<file path="src/rtl/vec_irq_pkg.sv">
// Package: shared register selector type and code sizing for the interrupt concentrator.
package vec_irq_pkg;

    // Which register a byte offset addresses.
    typedef enum logic [1:0] {
        SEL_CODE = 2'd0,
        SEL_MASK = 2'd1,
        SEL_NONE = 2'd2
    } reg_sel_e;

    // Width needed to hold (N << SHIFT) for N sources.
    function automatic int code_width(input int n_src, input int shift);
        return $clog2(n_src + 1) + shift;
    endfunction

endpackage

</file>
<file path="src/rtl/vec_irq_capture.sv">
// Level capture: registers each interrupt line into a status bit every cycle.
// Assumes the lines are already synchronous to clk. No latching: a bit tracks its line.
module vec_irq_capture #(
    parameter int N_SRC = 16
) (
    input  logic             clk,
    input  logic             rst_n,
    input  logic [N_SRC-1:0] lines,
    output logic [N_SRC-1:0] status
);
    genvar g;
    generate
        for (g = 0; g < N_SRC; g++) begin : g_bit
            // Follow one line level, cleared in reset.
            always_ff @(posedge clk) begin
                if (!rst_n) status[g] <= 1'b0;
                else        status[g] <= lines[g];
            end
        end
    endgenerate
endmodule

</file>
<file path="src/rtl/vec_irq_mask.sv">
// Enable mask register: loads write data when selected, holds otherwise.
// Assumes wr_sel is already decoded to this register only.
module vec_irq_mask #(
    parameter int              N_SRC    = 16,
    parameter logic [N_SRC-1:0] RST_VAL = 16'h0010
) (
    input  logic             clk,
    input  logic             rst_n,
    input  logic             wr_sel,
    input  logic [N_SRC-1:0] wdata,
    output logic [N_SRC-1:0] mask
);
    // Store mask on selected write; reset to the default enable set.
    always_ff @(posedge clk) begin
        if (!rst_n)      mask <= RST_VAL;
        else if (wr_sel) mask <= wdata;
    end
endmodule

</file>
<file path="src/rtl/vec_irq_prio.sv">
// Priority encoder: turns the pending vector into ((lowest set index)+1) << SHIFT, or 0.
// Assumes CODE_W can hold N_SRC << SHIFT.
module vec_irq_prio #(
    parameter int N_SRC  = 16,
    parameter int SHIFT  = 2,
    parameter int CODE_W = vec_irq_pkg::code_width(N_SRC, SHIFT)
) (
    input  logic              clk,
    input  logic              rst_n,
    input  logic [N_SRC-1:0]  pending,
    output logic [CODE_W-1:0] code
);
    // Scan high to low so the lowest pending index is the last one written.
    always_comb begin
        code = '0;
        for (int i = N_SRC - 1; i >= 0; i--) begin
            if (pending[i]) code = CODE_W'((i + 1) << SHIFT);
        end
    end


    code_zero_chk: assert property (@(posedge clk) disable iff (!rst_n)
        (code == '0) == (pending == '0));

    code_low_chk: assert property (@(posedge clk) disable iff (!rst_n)
        (code != '0) |-> pending[(code >> SHIFT) - 1]);
endmodule

</file>
<file path="src/rtl/vec_irq_ctrl.sv">
// Top: masked level interrupt concentrator with a two-register 16-bit port.
// Offset 0x0 reads the priority code, offset 0x2 is the mask; other offsets read 0, ignore writes.
// Assumes single-cycle synchronous register writes and combinational reads.
module vec_irq_ctrl #(
    parameter int N_SRC      = 16,
    parameter int DATA_W     = 16,
    parameter int ADDR_W     = 4,
    parameter int CODE_SHIFT = 2,
    parameter logic [N_SRC-1:0] MASK_RST  = 16'h0010,
    parameter logic [ADDR_W-1:0] OFS_CODE = 4'h0,
    parameter logic [ADDR_W-1:0] OFS_MASK = 4'h2
) (
    input  logic              clk,
    input  logic              rst_n,
    input  logic [N_SRC-1:0]  irq_lines,
    input  logic [ADDR_W-1:0] reg_addr,
    input  logic              reg_wr,
    input  logic [DATA_W-1:0] reg_wdata,
    output logic [DATA_W-1:0] reg_rdata,
    output logic              irq_out
);
    import vec_irq_pkg::*;

    localparam int CODE_W = code_width(N_SRC, CODE_SHIFT);

    logic [N_SRC-1:0]  status_q;
    logic [N_SRC-1:0]  mask_q;
    logic [N_SRC-1:0]  pending;
    logic [CODE_W-1:0] code;
    reg_sel_e          sel;
    logic              past_ok;

    // Decode the byte offset into a register selector.
    always_comb begin
        if (reg_addr == OFS_CODE)      sel = SEL_CODE;
        else if (reg_addr == OFS_MASK) sel = SEL_MASK;
        else                           sel = SEL_NONE;
    end

    vec_irq_capture #(.N_SRC(N_SRC)) u_cap (
        .clk(clk), .rst_n(rst_n), .lines(irq_lines), .status(status_q)
    );

    vec_irq_mask #(.N_SRC(N_SRC), .RST_VAL(MASK_RST)) u_mask (
        .clk(clk), .rst_n(rst_n),
        .wr_sel(reg_wr && (sel == SEL_MASK)),
        .wdata(reg_wdata[N_SRC-1:0]),
        .mask(mask_q)
    );

    // Enabled and active sources.
    assign pending = status_q & mask_q;

    vec_irq_prio #(.N_SRC(N_SRC), .SHIFT(CODE_SHIFT), .CODE_W(CODE_W)) u_prio (
        .clk(clk), .rst_n(rst_n), .pending(pending), .code(code)
    );

    // Combined request from registered status and mask.
    assign irq_out = |pending;

    // Select read data by register.
    always_comb begin
        case (sel)
            SEL_CODE: reg_rdata = DATA_W'(code);
            SEL_MASK: reg_rdata = DATA_W'(mask_q);
            default:  reg_rdata = '0;
        endcase
    end

    // Marks cycles with a valid previous cycle out of reset.
    always_ff @(posedge clk) begin
        if (!rst_n) past_ok <= 1'b0;
        else        past_ok <= 1'b1;
    end


    rst_mask_chk: assert property (@(posedge clk) !rst_n |=> mask_q == MASK_RST && status_q == '0);

    status_follow_chk: assert property (@(posedge clk) disable iff (!rst_n)
        past_ok |-> status_q == $past(irq_lines));

    irq_code_chk: assert property (@(posedge clk) disable iff (!rst_n)
        irq_out == (code != '0));

    mask_load_chk: assert property (@(posedge clk) disable iff (!rst_n)
        (reg_wr && reg_addr == OFS_MASK) |=> mask_q == $past(reg_wdata[N_SRC-1:0]));

    mask_hold_chk: assert property (@(posedge clk) disable iff (!rst_n)
        (past_ok && !(reg_wr && reg_addr == OFS_MASK)) |=> $stable(mask_q));
endmodule

</file>
<file path="config.mk">
export PLATFORM = sky130hd
export DESIGN_NAME = vec_irq_ctrl
export DESIGN_NICKNAME = d
export VERILOG_FILES = /design/src/rtl/vec_irq_pkg.sv /design/src/rtl/vec_irq_capture.sv /design/src/rtl/vec_irq_mask.sv /design/src/rtl/vec_irq_prio.sv /design/src/rtl/vec_irq_ctrl.sv
export SDC_FILE = /design/constraint.sdc
export NUM_CORES = 1
export LEC_CHECK = 0
export ABC_CLOCK_PERIOD_IN_PS = 3750
export BUFFER_PORTS_ARGS = -buffer_cell sky130_fd_sc_hd__buf_2
export CAP_MARGIN = 15
export CORE_ASPECT_RATIO = 0.5
export CORE_MARGIN = 4
export CORE_UTILIZATION = 30
export CTS_BUF_LIST = sky130_fd_sc_hd__clkbuf_4
export DETAILED_ROUTE_END_ITERATION = 7
export SETUP_SLACK_MARGIN = 0.02
export SLEW_MARGIN = 5
export SYNTH_ARGS = -nofsm -noshare
export SYNTH_HDL_FRONTEND = slang
export SYNTH_SLANG_ARGS = --single-unit
</file>
<file path="constraint.sdc">
create_clock -name clk -period 3.75 [get_ports clk]
set_input_delay 0.75 -clock clk [delete_from_list [all_inputs] [get_ports clk]]
set_output_delay 0.75 -clock clk [all_outputs]
set_load 0.1 [all_outputs]
</file>
==> flow_summary_export.csv <==
group,metric,value,unit
power,p_total,596.8,µW
route,drc,0,
flow_run,max_cap_violations,0,
clock_tree,htree_levels,2,
critical_path,cp_max_fo,4,
sta,hold_viol,0,
route,vias,1319,
power,p_leak,0.7799,nW
floorplanning,dieHeight,57.50,µm
global_routing,grt_pass1_vias,1280,
placed_design,hpwl,2813,µm
global_routing,grtUsageTotal,11.99,%
synth,yosys_warnings,0,
final_layout,drive_gt1_share,32.59,%
critical_path,start_kind,"input port",
synth,synth_seq_cells,32,
clock_tree,path_clk_slew,0.10,ns
clock_tree,cts_tree,"done",
synth,synthMuxAreaShare,0,%
floorplanning,core,4552,µm²
placed_design,dpl-instance-area,1797,µm²
synth,synth_fa_ha_area_share,0,%
sta,period_minus_slack,3.154,ns
critical_path,critPathArrivalTime,2.40,ns
synth,avgSynthCellArea,8.751,µm²
clock_tree,cts_repair_resize_count,0,
run_status,status,"finished clean",
sta,fmax,317.1,MHz
synth,synth_fp_nets,207,
critical_path,path_cells,"buf_2 > a21oi_1 > nor4b_4 > nand3_1 > o41ai_2 > buf_2",
final_layout,fin_nets,263,
synth,yosys.area.top_type,"dfxtp_1",
sta,slew_violations,0,
global_routing,grt_first_pass_wirelength,5796,µm
critical_path,crit_type,"input port to output pin",
clock_tree,ctsLongestPathBuffers,2,
placed_design,gp_congestion,0.8061,
route,drt_iter0_markers,54,
sta,rsz0062_at_grt,"no",
sta,max_slew_margin,55.95,%
sta,fin_setup_tns,0,ns
synth,synth_top_family_by_area,"simple AND/OR/NAND/NOR gates",
critical_path,crit_required,3.00,ns
final_layout,area_growth,25.28,%
placed_design,io_buffers,55,
floorplanning,dieArea,6153,µm²
clock_tree,root_buffer,"clkbuf_4",
synth,syn_inst,168,
final_layout,design_area,1842,µm²
sta,min_period_over_period,84.11,%
power,power_density,324.0,nW/µm²
route,ant_nets,0,
clock_tree,cts_buffers,5,
floorplanning,die_width,107,µm
synth,yosysSeqAreaShare,43.57,%
synth,synthXorXnorAreaFrac,0,%
critical_path,cpMostUsedCell,"buf_2",
route,wl_per_cell,12.46,µm
sta,tightestPinTransition,0.6607,ns
synth,synth_top_area_share,43.57,%
worst_hold_path,hold_path.class,"flop to flop",
global_routing,antenna_found_initial,0,
global_routing,grt_overflow,0,
floorplanning,initial_core_util,32.30,%
global_routing,grt_start_max_net_pins,33,
synth,synth.area.top_cells,"dfxtp_1 (44%), nand2_1 (13%), and2_1 (12%), a21boi_2 (6.9%), a22oi_1 (3.6%)",
power,vdd_drop_max,0.00009944,V
sta,finClkSkew,0,ns
route,dr.pass1.iters,4,
critical_path,slowest_delay,0.48,ns
clock_tree,insertion_delay,0.32,ns
critical_path,endpoint_kind,"output pin",
floorplanning,num_rows,17,
route,vias_per_cell,4.548,
synth,synthDistinctLibCells,26,
route,drt-total-wl,3613,µm
clock_tree,clock-sinks,32,
synth,syn_area,1470,µm²
sta,setup_violations,0,
clock_tree,postCtsHoldBufs,0,
synth,yosys.area_share.simple,31.57,%
synth,synth_compound_area_share,21.45,%
final_layout,n_antenna_cell,0,
floorplanning,io_pins,56,
clock_tree,cts_setup_buffers,0,
critical_path,crit_path_top_delay_cell,"buf_2",
[worst max-delay path: cells and delay by family]
family | cells | cell delay [ns]
AOI/OAI and AO/OA | 2 | 0.55
and+or+nand+nor | 2 | 0.51
buffers and inverters | 2 | 0.59
[state kept, by name (all words and copies together), names as in the netlist]
signal and cells:
u_cap.status 16, u_mask.mask 16
[final cells by class]
| class | instances | area (µm²) |
|---|---|---|
| Sequential cell | 32 | 640.6 |
| Clock buffer | 5 | 37.54 |
| Clock inverter | 2 | 7.507 |
| Inverter | 1 | 3.754 |
| Tap cell | 66 | 82.58 |
| Fill cell | 493 | 2710 |
| Multi-Input combinational cell | 128 | 787.0 |
| Timing Repair Buffer | 56 | 282.8 |
[synthesized netlist by cell type]
| master | n |
|---|---|
| buf_8 | 1 |
| a311oi_1 | 1 |
| inv_1 | 1 |
| a22o_1 | 2 |
| a2111oi_0 | 1 |
| nand2b_1 | 1 |
| nor2_1 | 1 |
| nand2_1 | 50 |
| a22oi_1 | 7 |
| or4_1 | 1 |
| o21ai_0 | 3 |
| buf_6 | 1 |
| a21boi_2 | 9 |
| nand3_1 | 6 |
| a31oi_1 | 1 |
| clkbuf_1 | 4 |
| a32o_1 | 2 |
| dfxtp_1 | 32 |
| a21oi_1 | 3 |
| and2_1 | 29 |
| o211ai_1 | 1 |
| a21boi_0 | 6 |
| nor4b_4 | 2 |
| buf_2 | 1 |
| o41ai_1 | 1 |
| a32oi_1 | 1 |
[metal layers]
layer | vias to the layer above | GRT usage [%] | part of all wire [%]
met5 | - | 0 | 0
met2 | 30 | 19.59 | 45
met4 | 0 | 4.372 | 1.4
met3 | 8 | 4.746 | 6.4
li1 | 684 | - | -
met1 | 597 | 14.45 | 47
[power by group]
part	switching, mW	internal (mW)
Sequential	0.00717	0.351
Clock	0.105	0.0653
Combinational	0.0386	0.0298
[cells by family after synthesis]
family          after synthesis
compound gates               38
buf+inv                       8
flops                        32
simple gates                 90
[placed cells by master (no fill, tap or decap), types with 3 or more instances in the layout]
master    instances
buf_2            55
nand2_1          50
dfxtp_1          32
and2_1           29
a21boi_2          9
a22oi_1           7
nand3_1           6
a21boi_0          6
clkbuf_4          5
a21oi_1           3
[per-stage QoR]
stage	worst slack (ns)	instances	util (%)	hold slack, ns
floorplan	-0.1628	168	-	0.4564
global placement	0.7194	283	39.47	0.4662
detailed placement	0.5946	283	39.47	0.4738
CTS	0.5926	290	40.46	0.4866
global route	0.5023	290	40.46	0.5230
finish	0.5960	290	40.46	0.4878
[worst paths after layout]
kind | from | endpoint | slack (ns) | cells after the start
setup / recovery | reg_addr[1] | reg_rdata[6] | 0.60 | 6
hold / removal | u_mask.mask[15] | u_mask.mask[15] | 0.49 | 2
setup reg to reg | u_mask.mask[7] | u_mask.mask[7] | 3.04 | 2
hold reg to reg | u_mask.mask[15] | u_mask.mask[15] | 0.49 | 2
Power figures use the tool's default switching activity.
